[src/rtl/txpg_pkg.sv]
`timescale 1ns/1ps
// Shared constants and types for the preamble and gap inserter.
package txpg_pkg;
    localparam int BYTE_W = 8;
    localparam logic [BYTE_W-1:0] PRE_BYTE = 8'h55;
    localparam logic [BYTE_W-1:0] SFD_BYTE = 8'hD5;

    typedef enum logic [1:0] {
        ST_IDLE = 2'd0,
        ST_PRE  = 2'd1,
        ST_DATA = 2'd2,
        ST_TAIL = 2'd3
    } txpg_state_t;
endpackage

[src/rtl/txpg_cfg_decode.sv]
`timescale 1ns/1ps
// Turns the duplex flag and the two codes into a preamble byte count and a
// gap length in byte periods. Purely combinational; assumes the caller
// captures the results at packet start.
module txpg_cfg_decode #(
    parameter int PRE_CODE_W     = 2,
    parameter int GAP_CODE_W     = 3,
    parameter int MAX_PRE        = 7,
    parameter int GAP_BASE_BYTES = 12,
    parameter int HD_GAP_CODE    = 4,
    localparam int PRE_CNT_W     = $clog2(MAX_PRE + 1),
    localparam int GAP_W         = $clog2(GAP_BASE_BYTES + 1)
) (
    input  logic                  full_duplex,
    input  logic [PRE_CODE_W-1:0] pre_code,
    input  logic [GAP_CODE_W-1:0] gap_code,
    output logic [PRE_CNT_W-1:0]  pre_len,
    output logic [GAP_W-1:0]      gap_len
);
    localparam logic [PRE_CNT_W-1:0] MAXP = PRE_CNT_W'(MAX_PRE);
    localparam logic [GAP_W-1:0]     GBASE = GAP_W'(GAP_BASE_BYTES);

    logic reserved_pre;

    // Preamble count: two bytes fewer per step in full duplex, full length otherwise.
    always_comb begin
        reserved_pre = &pre_code;
        if (!full_duplex || reserved_pre)
            pre_len = MAXP;
        else
            pre_len = MAXP - PRE_CNT_W'({pre_code, 1'b0});
    end

    // Gap length: one byte fewer per step in full duplex, one fixed option in half duplex.
    always_comb begin
        if (full_duplex)
            gap_len = GBASE - GAP_W'(gap_code);
        else if (gap_code == GAP_CODE_W'(HD_GAP_CODE))
            gap_len = GBASE - GAP_W'(HD_GAP_CODE);
        else
            gap_len = GBASE;
    end
endmodule

[src/rtl/txpg_gap_timer.sv]
`timescale 1ns/1ps
// Counts down the minimum gap after a frame. Loaded on the edge where
// transmit enable drops; reports expiry once the programmed number of low
// byte periods has been covered. Assumes load values of at least 1.
module txpg_gap_timer #(
    parameter int GAP_BASE_BYTES = 12,
    localparam int GAP_W = $clog2(GAP_BASE_BYTES + 1)
) (
    input  logic             clk,
    input  logic             rst_n,
    input  logic             load,
    input  logic [GAP_W-1:0] load_val,
    output logic             expired
);
    logic [GAP_W-1:0] cnt;

    // Down-counter: load with length minus one, then run to zero.
    always_ff @(posedge clk) begin
        if (!rst_n)
            cnt <= '0;
        else if (load)
            cnt <= load_val - 1'b1;
        else if (cnt != '0)
            cnt <= cnt - 1'b1;
    end

    assign expired = (cnt == '0);


    gap_countdown_chk: assert property (@(posedge clk) disable iff (!rst_n)
        (!load && cnt != '0) |=> (cnt == $past(cnt) - 1'b1));
endmodule

[src/rtl/txpg_seq.sv]
`timescale 1ns/1ps
// Frame sequencer: waits for a start byte and an expired gap (or jam),
// captures the decoded configuration, emits preamble and delimiter, then
// forwards packet bytes until the end marker. Assumes the source keeps
// in_valid high during a packet; on underrun the last byte is held.
module txpg_seq #(
    parameter int MAX_PRE        = 7,
    parameter int GAP_BASE_BYTES = 12,
    localparam int PRE_CNT_W     = $clog2(MAX_PRE + 1),
    localparam int GAP_W         = $clog2(GAP_BASE_BYTES + 1)
) (
    input  logic                        clk,
    input  logic                        rst_n,
    input  logic                        in_valid,
    input  logic [txpg_pkg::BYTE_W-1:0] in_data,
    input  logic                        in_sop,
    input  logic                        in_eop,
    output logic                        in_ready,
    input  logic                        jam_active,
    input  logic                        gap_ok,
    input  logic [PRE_CNT_W-1:0]        pre_len,
    input  logic [GAP_W-1:0]            gap_len,
    output logic                        gap_load,
    output logic [GAP_W-1:0]            gap_load_val,
    output logic                        tx_en,
    output logic [txpg_pkg::BYTE_W-1:0] tx_data
);
    import txpg_pkg::*;

    txpg_state_t          state;
    logic [PRE_CNT_W-1:0] pre_cnt;
    logic [GAP_W-1:0]     gap_len_q;
    logic                 start;

    // Start and accept decisions for the current cycle.
    always_comb begin
        start    = (state == ST_IDLE) && in_valid && in_sop && (gap_ok || jam_active);
        in_ready = (state == ST_DATA) || ((state == ST_IDLE) && in_valid && !in_sop);
    end

    // Gap timer is armed on the edge where transmit enable drops.
    assign gap_load     = (state == ST_TAIL);
    assign gap_load_val = gap_len_q;

    // Phase register, preamble counter, captured gap and registered outputs.
    always_ff @(posedge clk) begin
        if (!rst_n) begin
            state     <= ST_IDLE;
            pre_cnt   <= '0;
            gap_len_q <= '0;
            tx_en     <= 1'b0;
            tx_data   <= '0;
        end else begin
            case (state)
                ST_IDLE: begin
                    if (start) begin
                        state     <= ST_PRE;
                        pre_cnt   <= pre_len - 1'b1;
                        gap_len_q <= gap_len;
                        tx_en     <= 1'b1;
                        tx_data   <= PRE_BYTE;
                    end
                end
                ST_PRE: begin
                    if (pre_cnt == '0) begin
                        state   <= ST_DATA;
                        tx_data <= SFD_BYTE;
                    end else begin
                        pre_cnt <= pre_cnt - 1'b1;
                        tx_data <= PRE_BYTE;
                    end
                end
                ST_DATA: begin
                    if (in_valid) begin
                        tx_data <= in_data;
                        if (in_eop)
                            state <= ST_TAIL;
                    end
                end
                default: begin
                    state   <= ST_IDLE;
                    tx_en   <= 1'b0;
                    tx_data <= '0;
                end
            endcase
        end
    end


    frame_opens_with_preamble_chk: assert property (@(posedge clk) disable iff (!rst_n)
        $rose(tx_en) |-> (tx_data == PRE_BYTE));


    start_after_gap_chk: assert property (@(posedge clk) disable iff (!rst_n)
        $rose(tx_en) |-> $past(gap_ok || jam_active));


    pre_cnt_range_chk: assert property (@(posedge clk) disable iff (!rst_n)
        pre_cnt <= PRE_CNT_W'(MAX_PRE - 1));


    gap_capture_stable_chk: assert property (@(posedge clk) disable iff (!rst_n)
        (state != ST_IDLE && $past(state) != ST_IDLE) |-> $stable(gap_len_q));


    idle_accept_no_start_chk: assert property (@(posedge clk) disable iff (!rst_n)
        (in_ready && !tx_en) |-> !in_sop);
endmodule

[src/rtl/txpg_top.sv]
`timescale 1ns/1ps
// Transmit preamble and inter-packet gap inserter. Wires the configuration
// decoder, gap timer and frame sequencer. Assumes a continuous byte stream
// per packet from the source and a single byte clock.
module txpg_top #(
    parameter int PRE_CODE_W     = 2,
    parameter int GAP_CODE_W     = 3,
    parameter int MAX_PRE        = 7,
    parameter int GAP_BASE_BYTES = 12,
    parameter int HD_GAP_CODE    = 4
) (
    input  logic                  clk,
    input  logic                  rst_n,
    input  logic                  in_valid,
    input  logic [7:0]            in_data,
    input  logic                  in_sop,
    input  logic                  in_eop,
    output logic                  in_ready,
    input  logic                  full_duplex,
    input  logic [PRE_CODE_W-1:0] pre_code,
    input  logic [GAP_CODE_W-1:0] gap_code,
    input  logic                  jam_active,
    output logic                  tx_en,
    output logic [7:0]            tx_data
);
    localparam int PRE_CNT_W = $clog2(MAX_PRE + 1);
    localparam int GAP_W     = $clog2(GAP_BASE_BYTES + 1);

    logic [PRE_CNT_W-1:0] pre_len;
    logic [GAP_W-1:0]     gap_len;
    logic [GAP_W-1:0]     gap_load_val;
    logic                 gap_load;
    logic                 gap_ok;

    txpg_cfg_decode #(
        .PRE_CODE_W     (PRE_CODE_W),
        .GAP_CODE_W     (GAP_CODE_W),
        .MAX_PRE        (MAX_PRE),
        .GAP_BASE_BYTES (GAP_BASE_BYTES),
        .HD_GAP_CODE    (HD_GAP_CODE)
    ) u_dec (
        .full_duplex (full_duplex),
        .pre_code    (pre_code),
        .gap_code    (gap_code),
        .pre_len     (pre_len),
        .gap_len     (gap_len)
    );

    txpg_gap_timer #(
        .GAP_BASE_BYTES (GAP_BASE_BYTES)
    ) u_gap (
        .clk      (clk),
        .rst_n    (rst_n),
        .load     (gap_load),
        .load_val (gap_load_val),
        .expired  (gap_ok)
    );

    txpg_seq #(
        .MAX_PRE        (MAX_PRE),
        .GAP_BASE_BYTES (GAP_BASE_BYTES)
    ) u_seq (
        .clk          (clk),
        .rst_n        (rst_n),
        .in_valid     (in_valid),
        .in_data      (in_data),
        .in_sop       (in_sop),
        .in_eop       (in_eop),
        .in_ready     (in_ready),
        .jam_active   (jam_active),
        .gap_ok       (gap_ok),
        .pre_len      (pre_len),
        .gap_len      (gap_len),
        .gap_load     (gap_load),
        .gap_load_val (gap_load_val),
        .tx_en        (tx_en),
        .tx_data      (tx_data)
    );


    frame_end_drop_chk: assert property (@(posedge clk) disable iff (!rst_n)
        $fell(tx_en) |-> $past(gap_load));
endmodule

[config.mk]
export PLATFORM = sky130hd
export DESIGN_NAME = txpg_top
export DESIGN_NICKNAME = d
export VERILOG_FILES = /design/src/rtl/txpg_pkg.sv /design/src/rtl/txpg_cfg_decode.sv /design/src/rtl/txpg_gap_timer.sv /design/src/rtl/txpg_seq.sv /design/src/rtl/txpg_top.sv
export SDC_FILE = /design/constraint.sdc
export NUM_CORES = 1
export LEC_CHECK = 0
export BUFFER_PORTS_ARGS = -buffer_cell sky130_fd_sc_hd__buf_4
export CORE_UTILIZATION = 52
export DETAILED_ROUTE_END_ITERATION = 7
export PLACE_DENSITY = 0.8
export SLEW_MARGIN = 20
export SYNTH_ARGS = -nofsm -noshare
export SYNTH_HDL_FRONTEND = slang
export SYNTH_SLANG_ARGS = --single-unit
[constraint.sdc]
create_clock -name clk -period 2 [get_ports clk]
set_input_delay 0 -clock clk [delete_from_list [all_inputs] [get_ports clk]]
set_output_delay 0 -clock clk [all_outputs]
set_load 0.1 [all_outputs]
==> results_dict.tcl, run 1 <==
set metrics [dict create \
    status "finished clean" \
    diodes 0 \
    grt_first_pass_wirelength_um 4790 \
    synth_top_family_by_area "compound AO/OA/AOI/OAI gates" \
    drive_gt1_frac 0.260 \
    fmax_mhz 541 \
    seq_area_frac_synth 0.356 \
    ir_worst_vdd_uv 1220 \
    setup_viol 0 \
    yosys.area_share.adder 0.0809 \
    antenna_left 0 \
    wl_per_cell_um 14.1 \
    min_path_type "primary input to flop" \
    ys_warn_count 0 \
    cts.sinks 22 \
    synth_cells 141 \
    root_buffer "clkbuf_4" \
    ys.flop_type "dfxtp_1" \
    cts_tree "done" \
    setup-tns-final_ns 0 \
    first_global_vias 1103 \
    leakage_nw 0.690 \
    synthSimpleGateAreaFrac 0.205 \
    yosys.area.top_type_share 0.356 \
    synth_compound_area_frac 0.210 \
    die_h_um 50.8 \
    yosys-mux-area-fraction 0.0738 \
    fin_ws_ns 0.151 \
    gp_congestion 0.842 \
    hold_start "gap_code[1]" \
    area_growth_pct 28.6 \
    cts_buffer_depth 2 \
    timing.hold.ws_ns 0.00568 \
    critPathMaxFanout 4 \
    hpwl_um 2150 \
    dpl_cell_area_um2 1470 \
    worst_slew_margin_rel 0.556 \
    rsz0062_at_grt "no" \
    synth-async-reset-ratio 0 \
    r2r_setup_slack_ns 0.15 \
    path_clk_slew_ns 0.12 \
    fin_area_um2 1590 \
    synthTopCellsByArea "dfxtp_1, ha_1, mux2i_1" \
    arrival_ns 2.11 \
    placed_cells 195 \
    nets 206 \
    cp-startpoint "u_seq.state[0]" \
    rows 17 \
    syn-num-nets 169 \
    grt_overflow 0 \
    synth_area_um2 1240 \
    clkLatencyLatePin_ns 0.32 \
    start_util 0.554 \
    die_x_um 50.8 \
    hold_viol_final 0 \
    first_pass_iters 4 \
    synth_edf_count 0 \
    maxCapViolCount 0 \
    h-tree-depth 1 \
    netlist.top_cell.by_area "dfxtp_1" \
    grt_start_max_net_pins 24 \
    synth.avg_cell_area_um2 8.78 \
    crit_type "flop to flop" \
    dieArea_um2 2580 \
    ios 30 \
    routed_wl_um 2900 \
    finalCritPeriodShare 0.924 \
    grt_antenna_before_repair 0 \
    power_mw 2.52 \
    min_period_ns 1.85 \
    powerDensity_nw_per_um2 1580 \
    ys_seq_elements 22 \
    viasPerCell 5.61 \
    yosysUniqueCellTypes 39 \
    numCtsBuffers 3 \
    fin_skew_ns 0.00934 \
    instances_no_fill 205 \
    startpoint_type "flop" \
    synth_xor_area_frac 0.0142 \
    num_vias 1150 \
    worst_pin_slew_ns 0.666 \
    rr_startpoint "u_seq.state[0]" \
    drc 0 \
    io_buffers 29 \
    drtIter0Drc 24 \
    cp_data_required_time_ns 2.26 \
    core_um2 2230 \
    final_util 0.713 \
    slew_violations 0 \
    grt_use_total 0.249 \
    place_ws_ns 0.0896 \
    endpoint_kind "flop" \
]
[state kept, by name (all words and copies together), names as in the netlist]
signal	flops
u_seq.tx_data	8
u_seq.pre_cnt	3
u_seq.state	2
u_seq.tx_en	1
u_gap.cnt	4
u_seq.gap_load_val	4
[worst max-delay path, cell delays in order, from the launching register on]
cell and delay, ns:
dfxtp_1 0.45, inv_1 0.09, ha_1 0.24, a21boi_0 0.14
buf_4 0.16, a21o_2 0.20, a221oi_2 0.28, mux2i_1 0.23
[per-layer routing]
metal | GRT usage | part of all wire
met4 | 0.139 | 0.021
met2 | 0.416 | 0.49
met3 | 0.0303 | 0.033
met1 | 0.306 | 0.45
met5 | 0 | 0
[cell usage after synthesis (2+ instances only)]
cell type,count
dfxtp_1,22
nor2_1,16
o21ai_0,10
a211oi_1,4
inv_1,10
mux2i_1,8
nand4b_1,2
nand4_1,3
nand3_1,7
nand2_1,13
a21oi_1,6
ha_1,8
clkbuf_1,3
nor2b_1,2
nand3b_1,2
or3_1,2
[placed cells by master, fill, tap and decap left out, types with 2 or more instances in the layout]
cell type and count:
a21oi_1 6, nand2_1 13, dlygate4sd3_1 5, buf_4 31, nand3b_1 2, nand3_1 7, nand4_1 3, nor2_1 16
ha_1 7, clkbuf_4 3, mux2i_1 8, inv_1 10, o21ai_0 10, or3_1 2, dfxtp_1 22, nor2b_1 2
nand4b_1 2, a211oi_1 4
[repair_timing]
item	in CTS	in global routing
resized for setup	0	2
hold buffers	4	1
hold endpoints to repair	4	1
endpoints found under the setup margin	0	8
setup buffers	0	1
[final cells by class]
class                   count  area, um2
multi-input cells         104        739
fillers                   181        642
repair buffers             37        303
well taps                  28       35.0
clock buffers               4       36.3
flip-flops and latches     22        440
inverters                  10       37.5
[worst paths after layout]
path | endpoint | cells after the start
worst max-delay path | u_seq.state[1] | 7
worst min-delay path | u_seq.gap_load_val[3] | 4
worst max register to register | u_seq.state[1] | 7
worst min register to register | u_seq.tx_data[1] | 2
[kinds of logic (layout without fill, tap and decap cells)]
kind of cell | Yosys count | after routing
muxes | 9 | 9
and+or+nand+nor | 51 | 51
AOI/OAI and AO/OA | 34 | 34
xor gates and xnor gates | 2 | 2
adders and majority gates | 8 | 8
buffers and inverters | 15 | 51
DFF | 22 | 22
[power by group]
| part | internal (mW) | switching [mW] | leakage [nW] |
|---|---|---|---|
| Sequential | 0.571 | 0.0969 | 0.180 |
| Combinational | 0.568 | 1.03 | 0.489 |
| Clock | 0.111 | 0.137 | 0.0210 |
| Total | 1.25 | 1.27 | 0.690 |
No activity file was read; power rests on OpenSTA's default activity.
==> run 2: changes to the inputs <==
--- a/config.mk
+++ b/config.mk
@@ -6,9 +6,9 @@
 export NUM_CORES = 1
 export LEC_CHECK = 0
 export BUFFER_PORTS_ARGS = -buffer_cell sky130_fd_sc_hd__buf_4
-export CORE_UTILIZATION = 52
+export CORE_UTILIZATION = 40
 export DETAILED_ROUTE_END_ITERATION = 7
-export PLACE_DENSITY = 0.8
+export PLACE_DENSITY = 0.65
 export SLEW_MARGIN = 20
 export SYNTH_ARGS = -nofsm -noshare
 export SYNTH_HDL_FRONTEND = slang
==> run 2 against run 1 <==
The run now ends with DRC left; critical endpoint is now u_seq.pre_cnt[2]; flip-flop and latch count stayed put; critical path type unchanged; hold slack got worse by 0.0012 ns; clock skew fell by 0.0014 ns; global-route usage fell by 7.0 points; design area up 3.5%; sequential share of layout area down 0.93 points; die area increased by 29%; final cell count is 3.9% higher.
==> results_dict.tcl, run 2 (synthesized netlist as in run 1, its figures left out) <==
set metrics [dict create \
    drtIter0Drc 40 \
    regArea_um2 440 \
    slowest_delay_ns 0.36 \
    hpwl_um 2110 \
    grt_first_pass_wirelength_um 4560 \
    layout_commonest_cell "buf_4" \
    p_seq_frac 0.252 \
    min_period_ns 1.84 \
    reg2reg_depth 8 \
    hold_start "gap_code[1]" \
    rr_startpoint "u_seq.state[1]" \
    cts.sinks 22 \
    rows 19 \
    setup_viol 0 \
    violations "DRC" \
    grt_use_total 0.179 \
    ios 30 \
    start_util 0.434 \
    drc 2 \
    combPwrFrac 0.616 \
    worstHoldPathCells 4 \
    power.switching_mw 1.28 \
    viasPerCell 5.44 \
    setup-tns-final_ns 0 \
    gp_congestion 0.729 \
    grt_overflow 0 \
    instances_no_fill 213 \
    h-tree-depth 1 \
    regMostFlops "u_seq.tx_data" \
    worst_slew_margin_rel 0.522 \
    finalCritPeriodShare 0.919 \
    placed_cells 199 \
    cp-startpoint "u_seq.state[1]" \
    power_frac_clock 0.132 \
    antenna_left 0 \
    grt_start_max_net_pins 24 \
    rsz0062_at_grt "no" \
    drive_gt1_frac 0.264 \
    io_buffers 29 \
    maxCapViolCount 0 \
    path_delay_family "multiplexers" \
    final_cell_mix "buf_4, dfxtp_1, nor2_1" \
    arrival_ns 2.10 \
    first_pass_iters 6 \
    path_depth 8 \
    clkLatencyLatePin_ns 0.32 \
    path_clk_slew_ns 0.13 \
    cts_tree "done" \
    path_cells "inv_1 > ha_2 > mux2i_1 > ha_1 > nor2b_1 > o21ai_0 > mux2_2 > o22ai_1" \
    multi_input_area_um2 729 \
    die_x_um 57.6 \
    endpoint_kind "flop" \
    num_vias 1158 \
    critPathMaxFanout 5 \
    nets 211 \
    worst-path-buf-inv 1 \
    worst_pin_slew_ns 0.716 \
    fmax_mhz 544 \
    fill_cells 272 \
    grt_antenna_before_repair 0 \
    fin_skew_ns 0.00794 \
    leakage_nw 0.716 \
    slew_violations 0 \
    first_global_vias 1091 \
    crit_slowest_cell "dfxtp_1" \
    wl_per_cell_um 13.3 \
    swShare 0.485 \
    routed_wl_um 2840 \
    diodes 0 \
    core_um2 2850 \
    cp_data_required_time_ns 2.26 \
    root_buffer "clkbuf_4" \
    ir_worst_vdd_uv 851 \
    numCtsBuffers 3 \
    hold_viol_final 0 \
    dieArea_um2 3320 \
    powerDensity_nw_per_um2 1600 \
    startpoint_type "flop" \
    area_growth_pct 33.1 \
    largest_reg_flops 8 \
    cts_buffer_depth 2 \
    min_path_type "primary input to flop" \
    die_h_um 57.6 \
    status "finished, violations left" \
    crit_type "flop to flop" \
    intPower_mw 1.36 \
]
## run 2: changes by cell type in the layout (fill, tap and decap cells not counted)
cell and delta:
ha_2 +1, bufinv_16 +1, clkbuf_8 -1, dlygate4sd3_1 +3, buf_4 +2, ha_4 -1
## run 2: timing repair
action | 4_1_cts | 5_1_grt
hold buffers | 8 | 0
setup endpoints to repair | 0 | 6
endpoints found under the hold margin | 7 | 0
resized for setup | 0 | 1
setup buffers | 0 | 2
## run 2: metal layers
layer,track usage,up-vias,wire (um)
li1,-,586,-
met1,0.209,540,1320
met2,0.321,29,1380
met3,0.0335,3,110
met4,0.0732,0,27
met5,0,-,0
## run 2: power by group through the flow
stage / registers, mW / logic [mW] / clock network (mW)
3_5_place_dp: 0.673 / 1.53 / 0
3_3_place_gp: 0.667 / 1.49 / 0
6_report: 0.664 / 1.62 / 0.348
5_1_grt: 0.681 / 1.73 / 0.374
4_1_cts: 0.663 / 1.55 / 0.357
2_1_floorplan: 1.05 / 0.837 / 0
## run 2: worst paths after layout
| check | end | slack, ns |
|---|---|---|
| max | u_seq.pre_cnt[2] | 0.16 |
| min | u_seq.gap_load_val[3] | 0.005 |
| max reg2reg | u_seq.pre_cnt[2] | 0.16 |
| min reg2reg | u_seq.tx_data[5] | 0.47 |
## run 2: worst reg2reg max path, stage by stage (launching register included)
cell and delay, ns:
dfxtp_1 0.36, inv_1 0.09, ha_2 0.23, mux2i_1 0.21
ha_1 0.23, nor2b_1 0.14, o21ai_0 0.10, mux2_2 0.27
o22ai_1 0.15
## run 2: final cells by class
cell class / count / share of cell area
multi-input combinational: 104 / 0.443
sequential: 22 / 0.267
timing repair buffer: 42 / 0.211
tap: 31 / 0.0236
inverter: 10 / 0.0228
clock inverter: 1 / 0.0182
clock buffer: 3 / 0.0137
## run 2: metrics by stage
step	instance area [um2]	util	hold slack (ns)	setup WS (ns)	power, mW
6_report	1650	0.577	0.00452	0.161	2.64
5_1_grt	1650	0.577	0.0259	0.0334	2.79
4_1_cts	1620	0.567	0.00200	0.0738	2.57
3_5_place_dp	1480	0.520	0.241	0.104	2.20
3_3_place_gp	1480	0.520	0.233	0.202	2.16
2_1_floorplan	1240	-	0.143	0.249	1.89
